[config.mk]
export PLATFORM = sky130hd
export DESIGN_NAME = dma_addr_chan
export DESIGN_NICKNAME = d
export VERILOG_FILES = /design/src/rtl/dma_addr_pkg.sv /design/src/rtl/dma_cur_reg.sv /design/src/rtl/dma_bus_map.sv /design/src/rtl/dma_chan_ctrl.sv /design/src/rtl/dma_addr_chan.sv
export SDC_FILE = /design/constraint.sdc
export NUM_CORES = 1
export LEC_CHECK = 0
export ABC_AREA = 0
export ABC_CLOCK_PERIOD_IN_PS = 2300
export BUFFER_PORTS_ARGS = -buffer_cell sky130_fd_sc_hd__buf_4
export CORE_MARGIN = 2
export CORE_UTILIZATION = 50
export DETAILED_ROUTE_END_ITERATION = 6
export GPL_ROUTABILITY_DRIVEN = 1
export PLACE_DENSITY = 0.74
export SETUP_SLACK_MARGIN = 0.05
export SYNTH_ARGS = -nofsm -noshare
export SYNTH_HDL_FRONTEND = slang
export SYNTH_HIERARCHICAL = 1
export SYNTH_SLANG_ARGS = --single-unit
[constraint.sdc]
create_clock -name clk -period 2.3 [get_ports clk]
set_input_delay 0.115 -clock clk [delete_from_list [all_inputs] [get_ports clk]]
set_output_delay 0.115 -clock clk [all_outputs]
set_load 0.02 [all_outputs]
[src/rtl/dma_addr_pkg.sv]
package dma_addr_pkg;

   typedef enum logic {
      SIZE_BYTE = 1'b0,
      SIZE_WORD = 1'b1
   } xfer_size_e;

   typedef struct packed {
      logic dec;
      logic auto_init;
   } chan_mode_t;

   localparam chan_mode_t MODE_RESET = '{dec: 1'b0, auto_init: 1'b0};

endpackage

[src/rtl/dma_cur_reg.sv]
// Base/current register pair. A write loads both registers. An accepted
// step moves the current value by one, or restores it from the base value.
module dma_cur_reg #(
   parameter int W = 16
) (
   input  logic         clk,
   input  logic         rst_n,
   input  logic         load_we,
   input  logic [W-1:0] load_data,
   input  logic         step_en,
   input  logic         step_dn,
   input  logic         reload,
   output logic [W-1:0] base_q,
   output logic [W-1:0] cur_q
);
   localparam logic [W-1:0] ONE = W'(1);

   logic [W-1:0] cur_d;

   always_comb begin
      cur_d = cur_q;
      if (load_we)
         cur_d = load_data;
      else if (step_en && reload)
         cur_d = base_q;
      else if (step_en)
         cur_d = step_dn ? (cur_q - ONE) : (cur_q + ONE);
   end

   always_ff @(posedge clk or negedge rst_n) begin
      if (!rst_n) begin
         base_q <= '0;
         cur_q  <= '0;
      end else begin
         if (load_we)
            base_q <= load_data;
         cur_q <= cur_d;
      end
   end
endmodule

[src/rtl/dma_bus_map.sv]
// Forms the bus address and byte lanes for the transfer unit fixed by WORD_MODE.
module dma_bus_map #(
   parameter int ADDR_W    = 16,
   parameter int PAGE_W    = 8,
   parameter bit WORD_MODE = 1'b0,
   localparam int BUS_W    = ADDR_W + PAGE_W
) (
   input  logic [ADDR_W-1:0] cur_addr,
   input  logic [PAGE_W-1:0] page,
   output logic [BUS_W-1:0]  bus_addr,
   output logic [1:0]        byte_en
);
   generate
      if (WORD_MODE) begin : g_word
         assign bus_addr = {page[PAGE_W-1:1], cur_addr, 1'b0};
         assign byte_en  = 2'b11;
      end else begin : g_byte
         assign bus_addr = {page, cur_addr};
         assign byte_en  = cur_addr[0] ? 2'b10 : 2'b01;
      end
   endgenerate
endmodule

[src/rtl/dma_chan_ctrl.sv]
// Holds the mode and the mask, and decides which strobes are accepted
// and what happens at terminal count.
module dma_chan_ctrl
   import dma_addr_pkg::*;
(
   input  logic       clk,
   input  logic       rst_n,
   input  logic       mode_we,
   input  chan_mode_t mode_wdata,
   input  logic       xfer,
   input  logic       cnt_zero,
   output chan_mode_t mode_q,
   output logic       masked,
   output logic       accept,
   output logic       tc,
   output logic       reload
);
   logic mask_q;

   assign accept = xfer && !mask_q;
   assign tc     = accept && cnt_zero;
   assign reload = tc && mode_q.auto_init;
   assign masked = mask_q;

   always_ff @(posedge clk or negedge rst_n) begin
      if (!rst_n) begin
         mode_q <= MODE_RESET;
         mask_q <= 1'b1;
      end else begin
         if (mode_we) begin
            mode_q <= mode_wdata;
            mask_q <= 1'b0;
         end else if (tc && !mode_q.auto_init) begin
            mask_q <= 1'b1;
         end
      end
   end
endmodule

[src/rtl/dma_addr_chan.sv]
module dma_addr_chan
   import dma_addr_pkg::*;
#(
   parameter int ADDR_W    = 16,
   parameter int PAGE_W    = 8,
   parameter int CNT_W     = 16,
   parameter bit WORD_MODE = 1'b0,
   localparam int BUS_W    = ADDR_W + PAGE_W
) (
   input  logic              clk,
   input  logic              rst_n,
   input  logic              base_addr_we,
   input  logic [ADDR_W-1:0] base_addr_wdata,
   input  logic              base_cnt_we,
   input  logic [CNT_W-1:0]  base_cnt_wdata,
   input  logic              page_we,
   input  logic [PAGE_W-1:0] page_wdata,
   input  logic              mode_we,
   input  logic              mode_dec,
   input  logic              mode_autoinit,
   input  logic              xfer,
   output logic [BUS_W-1:0]  bus_addr,
   output logic [1:0]        byte_en,
   output logic              tc,
   output logic              masked
);
   generate
      if (ADDR_W < 2) begin : g_bad_addr
         $error("ADDR_W must be at least 2");
      end
      if (PAGE_W < 2) begin : g_bad_page
         $error("PAGE_W must be at least 2");
      end
      if (CNT_W < 1) begin : g_bad_cnt
         $error("CNT_W must be at least 1");
      end
   endgenerate

   chan_mode_t        mode_q;
   chan_mode_t        mode_wdata;
   logic              accept;
   logic              reload;
   logic              cnt_zero;
   logic [ADDR_W-1:0] base_addr_q, cur_addr_q;
   logic [CNT_W-1:0]  base_cnt_q, cur_cnt_q;
   logic [PAGE_W-1:0] page_q;

   assign mode_wdata = '{dec: mode_dec, auto_init: mode_autoinit};
   assign cnt_zero   = (cur_cnt_q == '0);

   always_ff @(posedge clk or negedge rst_n) begin
      if (!rst_n)       page_q <= '0;
      else if (page_we) page_q <= page_wdata;
   end

   dma_chan_ctrl u_ctrl (
      .clk        (clk),
      .rst_n      (rst_n),
      .mode_we    (mode_we),
      .mode_wdata (mode_wdata),
      .xfer       (xfer),
      .cnt_zero   (cnt_zero),
      .mode_q     (mode_q),
      .masked     (masked),
      .accept     (accept),
      .tc         (tc),
      .reload     (reload)
   );

   dma_cur_reg #(.W(ADDR_W)) u_addr (
      .clk       (clk),
      .rst_n     (rst_n),
      .load_we   (base_addr_we),
      .load_data (base_addr_wdata),
      .step_en   (accept),
      .step_dn   (mode_q.dec),
      .reload    (reload),
      .base_q    (base_addr_q),
      .cur_q     (cur_addr_q)
   );

   dma_cur_reg #(.W(CNT_W)) u_cnt (
      .clk       (clk),
      .rst_n     (rst_n),
      .load_we   (base_cnt_we),
      .load_data (base_cnt_wdata),
      .step_en   (accept),
      .step_dn   (1'b1),
      .reload    (reload),
      .base_q    (base_cnt_q),
      .cur_q     (cur_cnt_q)
   );

   dma_bus_map #(
      .ADDR_W    (ADDR_W),
      .PAGE_W    (PAGE_W),
      .WORD_MODE (WORD_MODE)
   ) u_map (
      .cur_addr (cur_addr_q),
      .page     (page_q),
      .bus_addr (bus_addr),
      .byte_en  (byte_en)
   );
endmodule

==> impl_metrics.env, run 1 <==
export IMPL_status="completed"
export IMPL_reg2reg_to="u_addr/cur_q[5]"
export IMPL_synth_common_cells="dfrtp_1 (74), o21ai_0 (59), nand2_1 (53)"
export IMPL_grt_use_total=0.263
export IMPL_yosysSeqAreaShare=0.362
export IMPL_grt_pass1_vias=4894
export IMPL_drc=0
export IMPL_die_h_microns=106
export IMPL_syn_avg_cell_area_sq_um=9.19
export IMPL_r2r_slack_ns=0.04
export IMPL_slew_headroom=0.347
export IMPL_wire_per_inst_microns=16.9
export IMPL_final_util=0.698
export IMPL_initial_core_util=0.509
export IMPL_totalWireLength_microns=14600
export IMPL_min_to="u_cnt/base_q[3]"
export IMPL_syn_to_final_growth_pct=37.1
export IMPL_core_sq_um=10200
export IMPL_synth_edf_count=0
export IMPL_drv_cap=0
export IMPL_leakagePower_nw=3.23
export IMPL_hp_class="primary input to flop"
export IMPL_drive_gt1_frac=0.346
export IMPL_post_synth_num_cell_types=74
export IMPL_drv_slew=0
export IMPL_cts_tree="done"
export IMPL_ys_warn_count=6
export IMPL_period_share=0.981
export IMPL_critical_path_required_ns=2.52
export IMPL_h_tree_depth=3
export IMPL_synth_largest_area_cell="dfrtp_1"
export IMPL_post_synth_top_area_fraction=0.357
export IMPL_dp_hpwl_microns=9720
export IMPL_antenna_found_initial=0
export IMPL_fmax_mhz=443
export IMPL_drt_iter0_drc=313
export IMPL_synth_area_sq_um=5180
export IMPL_place_congestion=0.971
export IMPL_rows=37
export IMPL_clock_path_buffers=2
export IMPL_cts_buffers_inserted=9
export IMPL_grt_pass1_wl_microns=23400
export IMPL_ys_seq_elements=75
export IMPL_finalHoldViolations=0
export IMPL_syn_inst=564
export IMPL_portBuffers=76
export IMPL_rr_startpoint="u_ctrl/mode_q[1]"
export IMPL_clock_skew_ns=0.00778
export IMPL_power_density_nw_per_um2=803
export IMPL_diodes=0
export IMPL_viasPerCell=5.59
export IMPL_rsz0062_at_grt="yes"
export IMPL_period_minus_slack_ns=2.26
export IMPL_io_pins=77
export IMPL_dieArea_sq_um=11200
export IMPL_grt_max_degree=76
export IMPL_chipWidth_microns=106
export IMPL_cts_clk_slew_worst_paths_ns=0.08
export IMPL_path_class="flop to flop"
export IMPL_critPathLaunchType="flop"
export IMPL_hp_start="base_cnt_wdata[3]"
export IMPL_layout_nets=803
export IMPL_worst_slew_pin_slew_ns=0.979
export IMPL_ant_nets=0
export IMPL_synth_area_leaders="dfrtp_1 (36%), ha_1 (6.8%), o21ai_0 (5.7%), a21oi_1 (4.2%), buf_4 (3.9%)"
export IMPL_timing_hold_ws_ns=0.0161
export IMPL_cts_root_buf="clkbuf_8"
export IMPL_clock_latency_ns=0.36
export IMPL_dr_pass1_iters=5
export IMPL_synth_main_ff_cell="dfrtp_1"
export IMPL_synth_most_common_cell="dfrtp_1"
export IMPL_vias=4834
export IMPL_critPathMaxFanout=6
export IMPL_grt_overflow=0
export IMPL_reg2regPathDepth=10
export IMPL_hold_path_depth=3
export IMPL_end_kind="flop"
export IMPL_finalSetupViolCount=0
export IMPL_cp_arrival_ns=2.48
export IMPL_max_vdd_ir_drop_mv=0.355
export IMPL_synthArstFlopShare=1.00
export IMPL_clock_sinks=75
## sequential cells by signal, indices dropped and copies added (netlist names)
register / count
u_cnt/base_q: 16
u_addr/cur_q: 16
u_ctrl/masked: 1
page_q: 8
u_cnt/cur_q: 16
u_ctrl/mode_q: 2
u_addr/base_q: 16
## where the power goes
group | switching (mW) | internal (mW) | total, mW
combinational | 1.40 | 1.42 | 2.82
clock | 0.530 | 0.640 | 1.17
sequential | 0.190 | 1.52 | 1.71
## cell families after synthesis
| group | after synthesis | share of synthesized area |
|---|---|---|
| XOR/XNOR | 21 | 0.0355 |
| flip-flops | 75 | 0.362 |
| buffers and inverters | 76 | 0.0797 |
| AND/OR/NAND/NOR | 135 | 0.126 |
| other | 1 | 0.000724 |
| adder cells (fa/ha/maj) | 30 | 0.0753 |
| multiplexers | 31 | 0.0717 |
| AO/OA/AOI/OAI | 195 | 0.248 |
## cell type report
| cell class | count | area (sq um) |
|---|---|---|
| Multi-Input combinational cell | 431 | 3250 |
| Fill cell | 779 | 3080 |
| Sequential cell | 75 | 1880 |
| Timing Repair Buffer | 181 | 1480 |
| Tap cell | 136 | 170 |
| Clock buffer | 10 | 138 |
| Inverter | 26 | 97.6 |
| Clock inverter | 6 | 88.8 |
## layer usage
layer  share of wire  global-route usage
met5               0                   0
met4           0.024               0.113
met3           0.060              0.0445
met2            0.51               0.445
met1            0.41               0.331
## critical path: stages, from the launching register on
cell and delay (ns):
dfrtp_2 0.43, buf_6 0.15, buf_4 0.14, ha_1 0.21
a21oi_2 0.20, nand2_2 0.12, buf_4 0.16, a21o_1 0.19
a21oi_2 0.17, mux2i_1 0.24, a31oi_1 0.10
## metrics by stage
step	area (sq um)	setup WS (ns)	cells	setup TNS [ns]	total power, mW
after floorplan	5250	0.0444	582	0	3.38
after global placement	6120	-0.0428	803	-0.0428	4.06
after detailed placement	6120	-0.0515	803	-0.213	4.12
after CTS	6790	0.0529	861	0	5.40
after global routing	7110	-0.00501	865	-0.00880	6.05
final	7110	0.0426	865	0	5.70
## timing repair
action,in CTS,in global routing
resized for setup,10,64
endpoints found under the setup margin,20,26
setup buffers,5,4
pin swaps,6,19
hold buffers,37,0
endpoints found under the hold margin,128,0
## worst max-delay path by stage
stage	from	cells after the start	slack [ns]	endpoint
after floorplan	u_cnt/cur_q[0]	9	0.04	u_addr/cur_q[11]
after detailed placement	u_cnt/cur_q[0]	8	-0.05	u_cnt/cur_q[10]
after global placement	u_ctrl/mode_q[1]	7	-0.04	u_addr/cur_q[15]
after global routing	u_cnt/cur_q[9]	10	-0.005	u_addr/cur_q[14]
final	u_ctrl/mode_q[1]	10	0.04	u_addr/cur_q[5]
after CTS	u_ctrl/mode_q[1]	8	0.05	u_addr/cur_q[15]
## cell usage in the layout, fill, tap and decap left out, drive strengths merged, types with 10 or more instances in the layout
| master | instances |
|---|---|
| a21o | 15 |
| a21oi | 48 |
| o22ai | 10 |
| inv | 26 |
| clkbuf | 10 |
| dlygate4sd3 | 37 |
| conb | 19 |
| o21ai | 64 |
| nor2b | 18 |
| nand2 | 54 |
| dfrtp | 74 |
| xnor2 | 13 |
| nor2 | 25 |
| buf | 144 |
| mux2 | 25 |
| ha | 28 |
No activity file was read; power rests on OpenSTA's default activity.
==> run 2: changes to the inputs <==
Settings changed: CORE_MARGIN 2 to 3, CORE_UTILIZATION 50 to 29, CTS_CLUSTER_SIZE set to 30, PLACE_DENSITY 0.74 to not set.
==> impl_metrics.env, run 2 (synthesis results as in run 1) <==
export IMPL_status="completed"
export IMPL_layout_commonest_cell="buf_4"
export IMPL_vias=4526
export IMPL_grt_max_degree=51
export IMPL_critical_path_required_ns=2.57
export IMPL_final_util=0.407
export IMPL_hold_path_depth=3
export IMPL_fill_cells=1758
export IMPL_power_density_nw_per_um2=797
export IMPL_hp_class="primary input to flop"
export IMPL_max_vdd_ir_drop_mv=0.422
export IMPL_final_cell_mix="buf_4 (137), dfrtp_1 (70), o21ai_0 (53)"
export IMPL_finalSetupViolCount=0
export IMPL_worst_slew_pin_slew_ns=0.598
export IMPL_end_kind="flop"
export IMPL_timing_hold_ws_ns=0.0112
export IMPL_cts_buffers_inserted=9
export IMPL_rows=48
export IMPL_grt_pass1_vias=4576
export IMPL_cts_clk_slew_worst_paths_ns=0.06
export IMPL_portBuffers=76
export IMPL_slew_headroom=0.600
export IMPL_clock_skew_ns=0.00994
export IMPL_placedCellCount=891
export IMPL_clock_path_buffers=2
export IMPL_drc=0
export IMPL_critPathLaunchType="flop"
export IMPL_drt_iter0_drc=200
export IMPL_antenna_found_initial=0
export IMPL_rsz0062_at_grt="yes"
export IMPL_drv_slew=0
export IMPL_dieArea_sq_um=19500
export IMPL_multi_input_area_sq_um=3140
export IMPL_diodes=0
export IMPL_initial_core_util=0.297
export IMPL_chipWidth_microns=140
export IMPL_layout_nets=795
export IMPL_path_class="flop to flop"
export IMPL_clock_latency_ns=0.35
export IMPL_drive_gt1_frac=0.323
export IMPL_grt_pass1_wl_microns=22800
export IMPL_critPathMaxFanout=6
export IMPL_wire_per_inst_microns=14.4
export IMPL_tns_ns=0
export IMPL_drv_cap=0
export IMPL_dp_hpwl_microns=10100
export IMPL_clock_sinks=75
export IMPL_io_pins=77
export IMPL_ant_nets=0
export IMPL_layout_area_seq_sq_um=1880
export IMPL_stdcell_count=946
export IMPL_syn_to_final_growth_pct=36.9
export IMPL_cts_root_buf="clkbuf_16"
export IMPL_h_tree_depth=3
export IMPL_grt_overflow=0
export IMPL_dr_pass1_iters=4
export IMPL_leakagePower_nw=3.21
export IMPL_totalWireLength_microns=13600
export IMPL_cp_arrival_ns=2.46
export IMPL_grt_use_total=0.142
export IMPL_period_share=0.950
export IMPL_cts_tree="done"
export IMPL_fmax_mhz=458
export IMPL_period_minus_slack_ns=2.19
export IMPL_core_sq_um=17400
export IMPL_finalHoldViolations=0
export IMPL_viasPerCell=4.78
export IMPL_die_h_microns=140
export IMPL_place_congestion=0.914
export IMPL_reg2regPathDepth=8
==> run 2: cell count changes in the layout (fill, tap and decap cells not counted), moves of 3 or more <==
cell / change
a21oi_2: -8
clkbuf_8: -10
dlygate4sd3_1: -10
a21oi_1: +9
dfrtp_1: -3
dfrtp_2: +3
buf_12: +4
clkbuf_16: +9
o21ai_0: +3
o21ai_2: -3
==> run 2: layout make-up <==
type,instances,share of cell area
multi-input combinational,431,0.442
sequential,75,0.265
timing repair buffer,173,0.202
tap,225,0.0397
clock buffer,11,0.0328
inverter,26,0.0138
clock inverter,5,0.00458
==> run 2: where the power goes <==
| group | switching (mW) | internal, mW | total [mW] |
|---|---|---|---|
| Clock | 0.579 | 0.727 | 1.31 |
| Sequential | 0.202 | 1.52 | 1.73 |
| Combinational | 1.27 | 1.35 | 2.62 |
==> run 2: final timing paths <==
path,startpoint,end,slack [ns]
setup reg to reg,u_ctrl/mode_q[1],u_addr/cur_q[15],0.11
min in group asynchronous,rst_n,u_addr/base_q[3],0.27
hold reg to reg,u_cnt/base_q[12],u_cnt/base_q[12],0.50
max in group asynchronous,rst_n,u_cnt/cur_q[14],1.41
hold / removal,base_addr_wdata[0],u_addr/cur_q[0],0.01
setup / recovery,u_ctrl/mode_q[1],u_addr/cur_q[15],0.11
==> run 2: critical path, cell delays in order, from the launching register on <==
cell and delay, ns:
dfrtp_2 0.42, buf_12 0.15, ha_1 0.37, a21oi_4 0.18, o21ai_2 0.07, a221o_1 0.37, a2bb2oi_2 0.15, mux2_1 0.32
nor2_1 0.09
==> run 2: metrics by stage <==
stage | worst slack, ns | power [mW] | area [sq um]
after floorplan | 0.0444 | 3.38 | 5250
after global placement | -0.105 | 4.09 | 6260
after detailed placement | -0.0790 | 4.10 | 6260
after CTS | 0.0159 | 5.50 | 6820
after global routing | 0.00620 | 6.07 | 7100
final | 0.115 | 5.66 | 7100
==> run 2: what timing repair did <==
item                       in CTS  in global routing
pin swaps                       3                 16
hold buffers                   27                  0
setup buffers                   0                 12
setup endpoints to repair      23                 30
resized for setup               8                 35
hold endpoints to repair       64                  0
==> run 2: layer usage <==
layer  track usage  wire (microns)  vias to the layer above  part of all wire
met5             0               0                        -                 0
met4        0.0454             227                        0             0.017
met3        0.0309             507                       19             0.037
met2         0.238            6440                       69              0.47
met1         0.184            6460                     2132              0.47
li1              -               -                     2306                 -
